--- config.mk ---
export PLATFORM = sky130hd
export DESIGN_NAME = tos_cache
export DESIGN_NICKNAME = d
export VERILOG_FILES = /design/src/rtl/tos_pkg.sv /design/src/rtl/tos_regfile.sv /design/src/rtl/tos_alu.sv /design/src/rtl/tos_xfer.sv /design/src/rtl/tos_cache.sv
export SDC_FILE = /design/constraint.sdc
export NUM_CORES = 1
export LEC_CHECK = 0
export BUFFER_PORTS_ARGS = -buffer_cell sky130_fd_sc_hd__buf_2
export CELL_PAD_IN_SITES_DETAIL_PLACEMENT = 1
export CELL_PAD_IN_SITES_GLOBAL_PLACEMENT = 2
export CORE_ASPECT_RATIO = 0.8
export CORE_MARGIN = 10
export CORE_UTILIZATION = 43
export CTS_CLUSTER_DIAMETER = 120
export CTS_CLUSTER_SIZE = 10
export DETAILED_ROUTE_END_ITERATION = 8
export PLACE_DENSITY_LB_ADDON = 0.1
export SLEW_MARGIN = 10
export SYNTH_ARGS = -nofsm -noshare
export SYNTH_HDL_FRONTEND = slang
export SYNTH_HIERARCHICAL = 1
export SYNTH_SLANG_ARGS = --single-unit
--- constraint.sdc ---
create_clock -name clk -period 10.2 [get_ports clk]
set_input_delay 2.04 -clock clk [delete_from_list [all_inputs] [get_ports clk]]
set_output_delay 2.04 -clock clk [all_outputs]
set_load 0.02 [all_outputs]
--- src/rtl/tos_pkg.sv ---
package tos_pkg;
    typedef enum logic [2:0] {
        OP_IDLE = 3'd0,
        OP_PUSH = 3'd1,
        OP_POP  = 3'd2,
        OP_ALU  = 3'd3,
        OP_PEEK = 3'd4
    } tos_op_e;

    typedef enum logic [1:0] {
        FN_ADD = 2'd0,
        FN_SUB = 2'd1,
        FN_AND = 2'd2,
        FN_XOR = 2'd3
    } tos_fn_e;
endpackage

--- src/rtl/tos_regfile.sv ---
// Circular register array: never shifted, only indexed.
module tos_regfile #(
    parameter int W     = 16,
    parameter int DEPTH = 16,
    parameter int NRD   = 4,
    localparam int IW   = $clog2(DEPTH)
) (
    input  logic                     clk,
    input  logic                     rst_n,
    input  logic                     wa_en,
    input  logic [IW-1:0]            wa_idx,
    input  logic [W-1:0]             wa_val,
    input  logic                     wb_en,
    input  logic [IW-1:0]            wb_idx,
    input  logic [W-1:0]             wb_val,
    input  logic [NRD-1:0][IW-1:0]   rd_idx,
    output logic [NRD-1:0][W-1:0]    rd_word
);
    logic [W-1:0] mem_q [DEPTH];
    logic [W-1:0] mem_d [DEPTH];

    always_comb begin
        mem_d = mem_q;
        if (wa_en) mem_d[wa_idx] = wa_val;
        if (wb_en) mem_d[wb_idx] = wb_val;
    end

    always_ff @(posedge clk) begin
        if (!rst_n) mem_q <= '{default: '0};
        else        mem_q <= mem_d;
    end

    for (genvar r = 0; r < NRD; r++) begin : g_rd
        assign rd_word[r] = mem_q[rd_idx[r]];
    end
endmodule

--- src/rtl/tos_alu.sv ---
module tos_alu
    import tos_pkg::*;
#(
    parameter int W = 16
) (
    input  logic [W-1:0] a_below,
    input  logic [W-1:0] b_top,
    input  logic [1:0]   fn,
    output logic [W-1:0] result
);
    always_comb begin
        unique case (tos_fn_e'(fn))
            FN_ADD:  result = a_below + b_top;
            FN_SUB:  result = a_below - b_top;
            FN_AND:  result = a_below & b_top;
            default: result = a_below ^ b_top;
        endcase
    end
endmodule

--- src/rtl/tos_xfer.sv ---
// One-word-at-a-time spill/fill engine; owns the memory stack pointer.
module tos_xfer #(
    parameter int W  = 16,
    parameter int AW = 16
) (
    input  logic          clk,
    input  logic          rst_n,
    input  logic          start_spill,
    input  logic          start_fill,
    input  logic [W-1:0]  spill_word,
    input  logic          mem_ack,
    output logic          busy,
    output logic          is_fill,
    output logic          done_spill,
    output logic          done_fill,
    output logic [AW-1:0] mem_depth,
    output logic          mem_req,
    output logic          mem_we,
    output logic [AW-1:0] mem_addr,
    output logic [W-1:0]  mem_wdata
);
    typedef struct packed {
        logic          busy;
        logic          we;
        logic [AW-1:0] addr;
        logic [W-1:0]  wdata;
        logic [AW-1:0] msp;
    } xfer_t;

    xfer_t x_q, x_d;

    always_comb begin
        x_d = x_q;
        if (!x_q.busy) begin
            if (start_spill) begin
                x_d.busy  = 1'b1;
                x_d.we    = 1'b1;
                x_d.addr  = x_q.msp;
                x_d.wdata = spill_word;
            end else if (start_fill) begin
                x_d.busy  = 1'b1;
                x_d.we    = 1'b0;
                x_d.addr  = x_q.msp - AW'(1);
            end
        end else if (mem_ack) begin
            x_d.busy = 1'b0;
            if (x_q.we) x_d.msp = x_q.msp + AW'(1);
            else        x_d.msp = x_q.msp - AW'(1);
        end
    end

    always_ff @(posedge clk) begin
        if (!rst_n) x_q <= '0;
        else        x_q <= x_d;
    end

    assign busy       = x_q.busy;
    assign is_fill    = x_q.busy & ~x_q.we;
    assign done_spill = x_q.busy & x_q.we & mem_ack;
    assign done_fill  = x_q.busy & ~x_q.we & mem_ack;
    assign mem_depth  = x_q.msp;
    assign mem_req    = x_q.busy;
    assign mem_we     = x_q.we;
    assign mem_addr   = x_q.addr;
    assign mem_wdata  = x_q.wdata;
endmodule

--- src/rtl/tos_cache.sv ---
module tos_cache
    import tos_pkg::*;
#(
    parameter int W     = 16,
    parameter int DEPTH = 16,
    parameter int AW    = 16,
    localparam int IW   = $clog2(DEPTH),
    localparam int CW   = IW + 1
) (
    input  logic          clk,
    input  logic          rst_n,
    input  logic          cmd_valid,
    input  logic [2:0]    cmd_op,
    input  logic [1:0]    cmd_fn,
    input  logic [W-1:0]  cmd_data,
    input  logic [IW-1:0] cmd_depth,
    output logic          cmd_ready,
    output logic [W-1:0]  top_data,
    output logic          rd_valid,
    output logic [W-1:0]  rd_data,
    output logic [CW-1:0] res_count,
    output logic          underflow_err,
    output logic          mem_req,
    output logic          mem_we,
    output logic [AW-1:0] mem_addr,
    output logic [W-1:0]  mem_wdata,
    input  logic          mem_ack,
    input  logic [W-1:0]  mem_rdata
);
    localparam int HI_MARK = (3 * DEPTH) / 4;
    localparam int LO_MARK = DEPTH / 4;
    localparam int NRD     = 4;

    typedef struct packed {
        logic [IW-1:0] top;
        logic [CW-1:0] res;
        logic          err;
        logic          rdv;
        logic [W-1:0]  rdd;
    } core_t;

    core_t s_q, s_d;

    tos_op_e op;
    assign op = tos_op_e'(cmd_op);

    logic [NRD-1:0][IW-1:0] rd_idx;
    logic [NRD-1:0][W-1:0]  rd_word;
    logic                   wa_en, wb_en;
    logic [IW-1:0]          wa_idx, wb_idx;
    logic [W-1:0]           wa_val, wb_val;
    logic [W-1:0]           alu_out;

    logic          x_busy, x_fill, x_done_spill, x_done_fill;
    logic [AW-1:0] x_depth;
    logic          start_spill, start_fill;

    logic [AW:0]   total;
    logic [CW-1:0] eff_res;
    logic          spill_busy, fill_busy;
    logic          has_room;
    logic          bad_cmd, ok_cmd, want_fill, fire;
    logic [1:0]    n_up, n_dn;

    // Physical slots addressed relative to the rotating top index.
    assign rd_idx[0] = s_q.top;
    assign rd_idx[1] = s_q.top - IW'(1);
    assign rd_idx[2] = s_q.top - cmd_depth;
    assign rd_idx[3] = s_q.top - s_q.res[IW-1:0] + IW'(1);

    tos_regfile #(.W(W), .DEPTH(DEPTH), .NRD(NRD)) u_rf (
        .clk     (clk),
        .rst_n   (rst_n),
        .wa_en   (wa_en),
        .wa_idx  (wa_idx),
        .wa_val  (wa_val),
        .wb_en   (wb_en),
        .wb_idx  (wb_idx),
        .wb_val  (wb_val),
        .rd_idx  (rd_idx),
        .rd_word (rd_word)
    );

    tos_alu #(.W(W)) u_alu (
        .a_below (rd_word[1]),
        .b_top   (rd_word[0]),
        .fn      (cmd_fn),
        .result  (alu_out)
    );

    tos_xfer #(.W(W), .AW(AW)) u_xfer (
        .clk         (clk),
        .rst_n       (rst_n),
        .start_spill (start_spill),
        .start_fill  (start_fill),
        .spill_word  (rd_word[3]),
        .mem_ack     (mem_ack),
        .busy        (x_busy),
        .is_fill     (x_fill),
        .done_spill  (x_done_spill),
        .done_fill   (x_done_fill),
        .mem_depth   (x_depth),
        .mem_req     (mem_req),
        .mem_we      (mem_we),
        .mem_addr    (mem_addr),
        .mem_wdata   (mem_wdata)
    );

    // Command admission: residency, room and underflow.
    always_comb begin
        total      = (AW+1)'(s_q.res) + (AW+1)'(x_depth);
        spill_busy = x_busy & ~x_fill;
        fill_busy  = x_fill;
        // The word being spilled is not available for removal.
        eff_res    = s_q.res - CW'(spill_busy);
        // A pending fill has claimed one free slot.
        has_room   = (s_q.res + CW'(fill_busy)) < CW'(DEPTH);
        bad_cmd    = 1'b0;
        ok_cmd     = 1'b1;
        want_fill  = 1'b0;
        unique case (op)
            OP_PUSH: ok_cmd = has_room;
            OP_POP: begin
                bad_cmd = (total == '0);
                ok_cmd  = bad_cmd || (eff_res >= CW'(1));
            end
            OP_ALU: begin
                bad_cmd = (total < (AW+1)'(2));
                ok_cmd  = bad_cmd || (eff_res >= CW'(2));
            end
            OP_PEEK: begin
                bad_cmd = (total <= (AW+1)'(cmd_depth));
                ok_cmd  = bad_cmd || (CW'(cmd_depth) < s_q.res);
            end
            default: ;
        endcase
        if (cmd_valid && !ok_cmd && op != OP_PUSH) want_fill = 1'b1;
        fire = cmd_valid && ok_cmd;
    end

    // Watermark and demand triggers for the transfer engine.
    always_comb begin
        start_fill  = !x_busy && (x_depth != '0) && (s_q.res < CW'(DEPTH)) &&
                      ((s_q.res <= CW'(LO_MARK)) || want_fill);
        start_spill = !x_busy && (s_q.res >= CW'(HI_MARK)) && !want_fill;
    end

    // Next state of the core-side registers.
    always_comb begin
        s_d    = s_q;
        s_d.rdv = 1'b0;
        wa_en  = 1'b0;
        wa_idx = s_q.top + IW'(1);
        wa_val = cmd_data;
        wb_en  = 1'b0;
        wb_idx = s_q.top - s_q.res[IW-1:0];
        wb_val = mem_rdata;
        n_up   = 2'd0;
        n_dn   = 2'd0;
        if (fire) begin
            if (bad_cmd) begin
                s_d.err = 1'b1;
            end else begin
                unique case (op)
                    OP_PUSH: begin
                        s_d.top = s_q.top + IW'(1);
                        wa_en   = 1'b1;
                        n_up    = n_up + 2'd1;
                    end
                    OP_POP: begin
                        s_d.top = s_q.top - IW'(1);
                        s_d.rdv = 1'b1;
                        s_d.rdd = rd_word[0];
                        n_dn    = n_dn + 2'd1;
                    end
                    OP_ALU: begin
                        s_d.top = s_q.top - IW'(1);
                        wa_en   = 1'b1;
                        wa_idx  = s_q.top - IW'(1);
                        wa_val  = alu_out;
                        n_dn    = n_dn + 2'd1;
                    end
                    OP_PEEK: begin
                        s_d.rdv = 1'b1;
                        s_d.rdd = rd_word[2];
                    end
                    default: ;
                endcase
            end
        end
        if (x_done_spill) n_dn = n_dn + 2'd1;
        if (x_done_fill) begin
            wb_en = 1'b1;
            n_up  = n_up + 2'd1;
        end
        s_d.res = s_q.res + CW'(n_up) - CW'(n_dn);
    end

    always_ff @(posedge clk) begin
        if (!rst_n) s_q <= '0;
        else        s_q <= s_d;
    end

    assign cmd_ready     = ok_cmd;
    assign top_data      = rd_word[0];
    assign rd_valid      = s_q.rdv;
    assign rd_data       = s_q.rdd;
    assign res_count     = s_q.res;
    assign underflow_err = s_q.err;
endmodule

=== After elaboration in Yosys (flattened, before gate mapping) ===
Index checks and enable logic that the tools add are counted.

* Register bits: 333
* Logic and storage cells: 166

* Bitwise logic cells: 19
* Multiplexer cells: 49
* Equal/unequal tests: 7
* Add/subtract/negate cells: 16
* Order comparisons: 17
* Reduce and logical (&&, ||, !) cells: 32

{| class="wikitable"
|+ Operator list
! cell !! count
|-
| $bwmux W256 || 2
|-
| $mux W256 || 2
|-
| $bmux W16 S4 || 4
|-
| $mux W16 || 14
|-
| $demux W16 S4 || 2
|-
| $pmux W16 S3 || 1
|-
| $mux W18 || 2
|-
| $pmux W17 S2 || 1
|-
| $ge A5 B5 Y1 const B || 6
|-
| $not A4 Y5 || 6
|-
| $add A5 B16 Y17 || 1
|-
| $le A17 B4 Y1 || 1
|-
| $logic_not A17 Y1 || 1
|-
| $lt A17 B2 Y1 const B || 1
|-
| $add A16 B1 Y16 const B || 1
|-
| $add A16 B16 Y16 || 1
|-
| $and A16 B16 Y16 || 1
|-
| $reduce_bool A16 Y1 || 1
|-
| $sub A16 B1 Y16 const B || 1
|-
| $sub A16 B16 Y16 || 1
|-
| $xor A16 B16 Y16 || 1
|-
| $mux W1 || 13
|-
| $mux W4 || 3
|-
| $logic_and A1 B1 Y1 || 10
|-
| other kinds (35) || 63
|}

=== Logic depth before layout (Yosys ltp) ===
* Depth in word-level cells: 19
* Gate-level depth with buffers: 25
* Gate-level depth less buffers: 25

=== Modules after synthesis ===
The synthesis kept the hierarchy.

{| class="wikitable"
|+ By module, submodules not included
! module !! times used !! cells each !! sequential area each (um2) !! area each (um2)
|-
| tos_regfile || 1 || 2169 || 5124.9 || 20355.8
|-
| tos_cache || 1 || 351 || 540.5 || 2907.8
|-
| tos_xfer || 1 || 345 || 1001.0 || 2723.9
|-
| tos_alu || 1 || 211 || 0.0 || 1565.3
|}

=== Least setup slack after synthesis ===
No wires, ideal clock.

* Path kind: input to output
* Start: input cmd_op[1]
* End: output cmd_ready
* Required time: 8.160 ns
* Setup slack: 4.673 ns
* Arrival: 3.487 ns
* Cell stages on the path: 8
* Cells stage by stage: buf_2 inv_1 a2111o_1 o32ai_1 nand4_2 nor2_1 nor2_1 inv_1

* Longest elaborated chain between the ends: 2
* Elaborated cells between the ends (all ways): 5

{| class="wikitable"
|+ Ends and longest elaborated chain
! item !! line !! text
|-
| from (decl) || tos_cache.sv:13 || <nowiki>input logic [2:0] cmd_op,</nowiki>
|-
| $eq A3 B3 Y1 (tied with other cells) || tos_cache.sv:121 || <nowiki>unique case (op)</nowiki>
|-
| $pmux W1 S4 (*) || tos_cache.sv:121 ||
|-
| to (decl) || tos_cache.sv:17 || <nowiki>output logic cmd_ready,</nowiki>
|}

Every way passes the cells marked *; elsewhere a longest branch is shown, timed or not.

=== Worst setup path in the final report ===
* Start: register s_q (netlist bit rd_idx[0])
* End: register u_rf/mem_q[255] (netlist name)

* Longest elaborated chain between the ends: 14
* Elaborated cells between the ends (all ways): 38

{| class="wikitable"
|+ Ends and longest elaborated chain
! item !! line !! text
|-
| from (decl) || tos_cache.sv:42 || <nowiki>core_t s_q, s_d;</nowiki>
|-
| from (signal assigned) || tos_cache.sv:200 || <nowiki>if (!rst_n) s_q <= '0;</nowiki>
|-
| from (signal assigned) || tos_cache.sv:201 || <nowiki>else s_q <= s_d;</nowiki>
|-
| $sub A4 B1 Y4 || tos_cache.sv:67 || <nowiki>assign rd_idx[1] = s_q.top - IW'(1);</nowiki>
|-
| $not A4 Y5 (implied by the code) || tos_regfile.sv:34 || <nowiki>assign rd_word[r] = mem_q[rd_idx[r]];</nowiki>
|-
| $bmux W16 S4 || tos_regfile.sv:34 ||
|-
| $mux W16 (implied by the code) (2 in series) || tos_regfile.sv:34 ||
|-
| $sub A16 B16 Y16 (tied with other cells) || tos_alu.sv:14 || <nowiki>FN_SUB: result = a_below - b_top;</nowiki>
|-
| $pmux W16 S3 (*) || tos_alu.sv:12 || <nowiki>unique case (tos_fn_e'(fn))</nowiki>
|-
| named net alu_out[15] || tos_cache.sv:52 || <nowiki>logic [W-1:0] alu_out;</nowiki>
|-
| $mux W16 (*) || tos_cache.sv:164 || <nowiki>unique case (op)</nowiki>
|-
| $mux W16 (*) || tos_cache.sv:161 || <nowiki>if (bad_cmd) begin</nowiki>
|-
| $mux W16 (*) || tos_cache.sv:160 || <nowiki>if (fire) begin</nowiki>
|-
| named net wa_val[15] || tos_cache.sv:51 || <nowiki>logic [W-1:0] wa_val, wb_val;</nowiki>
|-
| $bwmux W256 (*) || tos_regfile.sv:24 || <nowiki>if (wa_en) mem_d[wa_idx] = wa_val;</nowiki>
|-
| $mux W256 (*) || tos_regfile.sv:24 ||
|-
| $bwmux W256 || tos_regfile.sv:25 || <nowiki>if (wb_en) mem_d[wb_idx] = wb_val;</nowiki>
|-
| $mux W256 (*) || tos_regfile.sv:25 ||
|-
| to (signal assigned) || tos_regfile.sv:30 || <nowiki>else mem_q <= mem_d;</nowiki>
|-
| to (decl) || tos_regfile.sv:19 || <nowiki>logic [W-1:0] mem_q [DEPTH];</nowiki>
|}

Mark *: on every way through the listed nets, which the timed path passes. The rest lies on a longest branch. The select of a mux whose other input is x is not followed.
A chain may end at the register's enable or synchronous reset.

==> results.cfg <==
[run_status]
status = completed

[logic_synthesis]
synth.most_common_cell = dfxtp_1
ys_ff_latch = 333
syn_area_mm2 = 0.0276
ys.flop_type = dfxtp_1
yosysUniqueCellTypes = 82
yosysTopAreaCell = dfxtp_1
synth_edf_count = 0
synth_common_cells = dfxtp_1, o21ai_0, nand3_1
avgSynthCellArea_um2 = 8.96
syn_nets = 3196
synth_cells = 3076
synthTopCellsByArea = dfxtp_1, mux4_2, o31ai_1, a31oi_1, o21ai_0
synth_seq_area_share_pct = 24.2
synthArstFlopShare_pct = 0
yosysTopAreaCellShare_pct = 24.2
yosysWarnings = 6

[placed_design]
place_congestion = 0.912
placed_area_mm2 = 0.0279
hpwl_mm = 87.0
port_buffers = 118

[run]
maxCapViolCount = 0

[power_and_ir_drop]
cellLeakagePower_nw = 9.60
p_comb_share_pct = 60.0
power_frac_clock_pct = 18.1
swShare_pct = 53.9
peakVddDrop_mv = 0.445
intPower_mw = 3.39
p_per_area_mw_per_mm2 = 254
power_frac_seq_pct = 21.9
switchingPower_mw = 3.96

[grt]
overflow = 0
antenna_found_initial = 14
grt_max_degree = 138
grt_first_pass_wirelength_mm = 210
grt_usage_pct = 37.5
grt_pass1_vias = 29200

[worst_setup_path]
cp_common_cell = a31oi_1
path_depth = 19
slowest_delay_ns = 0.71
path_class = register to register
r2r-end = u_rf/mem_q[255]
timing.rr.start = rd_idx[0]
start_kind = register
path_cells = buf_4 -> buf_4 -> mux4_2 -> a22oi_1 -> nand2_1 -> inv_1 -> ha_1 -> and2_1 -> a31oi_1 -> xnor2_1 -> ha_1 -> a21o_1 -> a31oi_1 -> a21oi_1 -> o21a_1 -> o31ai_2 -> mux2_2 -> nand3_1 -> a31oi_1
required_ns = 10.72
cp_top_family = compound AO/OA/AOI/OAI gates
r2r_cells = 19
r2r_setup_slack_ns = 3.30
crit_buf_inv = 3
crit_path_end_kind = register
crit_fanout = 33
cpMaxStageDelayCell = buf_4
cp_data_arrival_time_ns = 7.42

[clock_network]
clk_pin_slew_ns = 0.07
cts_sinks = 333
cts-buffers-inserted = 39
htreeDepth = 2
clk_latency_ns = 0.60
clockBufferDepth = 3
cts_resized = 0
cts_tree = yes
root_buffer = clkbuf_16
cts_hold_buf = 0
postCtsSetupRepairBufs = 0

[finish]
drive_above_1_share_pct = 20.1
design_area_mm2 = 0.0290
layout.nets = 2998
syn_to_final_growth_pct = 5.10

[die]
rows = 82
core-area_mm2 = 0.0630
die_h_um = 246
die_area_mm2 = 0.0747
die_x_um = 303
ios = 119
start_util_pct = 43.7

[detailed_routing]
routed_wl_mm = 146
vias_per_cell = 7.94
drtIter0Drc = 4448
routed-via-count = 29600
wl_per_cell_um = 39.1
dr.pass1.iters = 7
drcViolationCount = 0
ant_nets = 0

[timing]
tightest_slew_ns = 1.25
rsz0062_at_grt = no
holdWs_ns = 0.450
fin_crit_sh_pct = 67.6
setup_tns_ns = 0
max_freq_mhz = 145
final_hold_viol_count = 0
maxSlewViolCount = 0
finClkSkew_ns = 0.0291
period_minus_slack_ns = 6.90
setup_violations = 0
slew_headroom_pct = 16.4

[worst_hold_path]
hold_depth = 2
hold_class = register to register
holdPathEnd = u_xfer/mem_wdata[15]
min_from = u_xfer/mem_wdata[15]
-- how the worst max path moves through the flow --
stage | slack, ns | start | endpoint
2_1_floorplan | 4.67 | cmd_op[1] | cmd_ready
3_3_place_gp | 2.77 | cmd_op[2] | u_rf/mem_q[23]
3_5_place_dp | 2.52 | cmd_op[2] | u_rf/mem_q[63]
4_1_cts | 3.05 | cmd_op[2] | u_rf/mem_q[27]
5_1_grt | 3.10 | rd_idx[0] | u_rf/mem_q[31]
6_report | 3.30 | rd_idx[0] | u_rf/mem_q[255]
-- sequential cells by signal (all words and copies together) (netlist names) --
register	flops
rd_data	16
rd_idx	4
rd_valid	1
res_count	5
u_rf/mem_q	256
u_xfer/busy	1
u_xfer/mem_addr	16
u_xfer/mem_depth	16
u_xfer/mem_wdata	16
u_xfer/mem_we	1
underflow_err	1
-- metal layers --
| metal | global-route usage (%) | vias to the layer above | wire (um) |
|---|---|---|---|
| li1 | - | 11700 | - |
| met2 | 52.9 | 2406 | 59300 |
| met3 | 15.9 | 603 | 22200 |
| met4 | 21.3 | 8 | 9650 |
| met1 | 47.4 | 14900 | 54400 |
| met5 | 0.330 | - | 50 |
-- layout make-up --
type                       count  area [um^2]
sequential                   333         6670
tap                          840         1050
inverter                      60          230
clock inverter                 3         33.8
fill                        7157        34000
clock buffer                  42         1010
timing repair buffer         192         1150
multi-input combinational   2252        18800
antenna                        5         12.5
-- worst register-to-register path: stages, from the launching register on --
cell	delay, ns
dfxtp_4	0.64
buf_4	0.51
buf_4	0.72
mux4_2	0.61
a22oi_1	0.22
nand2_1	0.32
inv_1	0.22
ha_1	0.21
and2_1	0.36
a31oi_1	0.20
xnor2_1	0.16
ha_1	0.39
a21o_1	0.19
a31oi_1	0.49
a21oi_1	0.21
o21a_1	0.22
o31ai_2	0.17
mux2_2	0.59
nand3_1	0.17
a31oi_1	0.24
-- logic make-up after synthesis --
kind of cell    Yosys count  synth area share, %
compound gates         1131                 26.6
xor+xnor                 53                 1.68
fa+ha+maj                75                 3.57
buf+inv                 491                 8.05
flops                   333                 24.2
mux                     306                 23.0
simple gates            687                 13.0
-- power by group through the flow --
stage               clock [mW]  combinational, mW  sequential [mW]
global route              1.37               4.53             1.63
floorplan                    0               2.69             1.58
global placement             0               4.08             1.62
CTS                       1.32               4.19             1.60
detailed placement           0               4.17             1.63
finish                    1.33               4.41             1.61
-- placed cells by master, fill, tap and decap left out, types with 6 or more instances in the layout --
cell       instances
dfxtp_1          331
o21ai_0          291
nand3_1          274
a31oi_1          266
o31ai_1          260
mux4_2           256
nand2_1          138
a22oi_1          132
buf_2            117
a21oi_1           82
buf_4             74
ha_1              67
nor2_1            58
inv_1             52
xnor2_1           41
clkbuf_16         40
nor3_1            33
nor2b_1           32
mux2i_1           26
nand2b_1          21
a221oi_1          17
mux2_2            15
or2_2             14
nand4_1           13
a21o_1            12
and3_1            12
and2_1            11
or3_1             11
xor2_1            11
nor4_1            10
o21a_1             9
o31a_1             9
mux2_4             9
nand3b_1           7
o221ai_1           6
o211ai_1           6
fa_1               6
-- metrics by stage --
stage / util (%) / power, mW / std cells / setup slack [ns]
2_1_floorplan: - / 4.27 / 3076 / 4.67
3_3_place_gp: 44.3 / 5.69 / 3677 / 2.77
3_5_place_dp: 44.3 / 5.80 / 3677 / 2.52
4_1_cts: 45.9 / 7.12 / 3722 / 3.05
5_1_grt: 46.0 / 7.53 / 3726 / 3.10
6_report: 46.0 / 7.36 / 3727 / 3.30
Note: power is estimated with default switching activity, not from simulation.
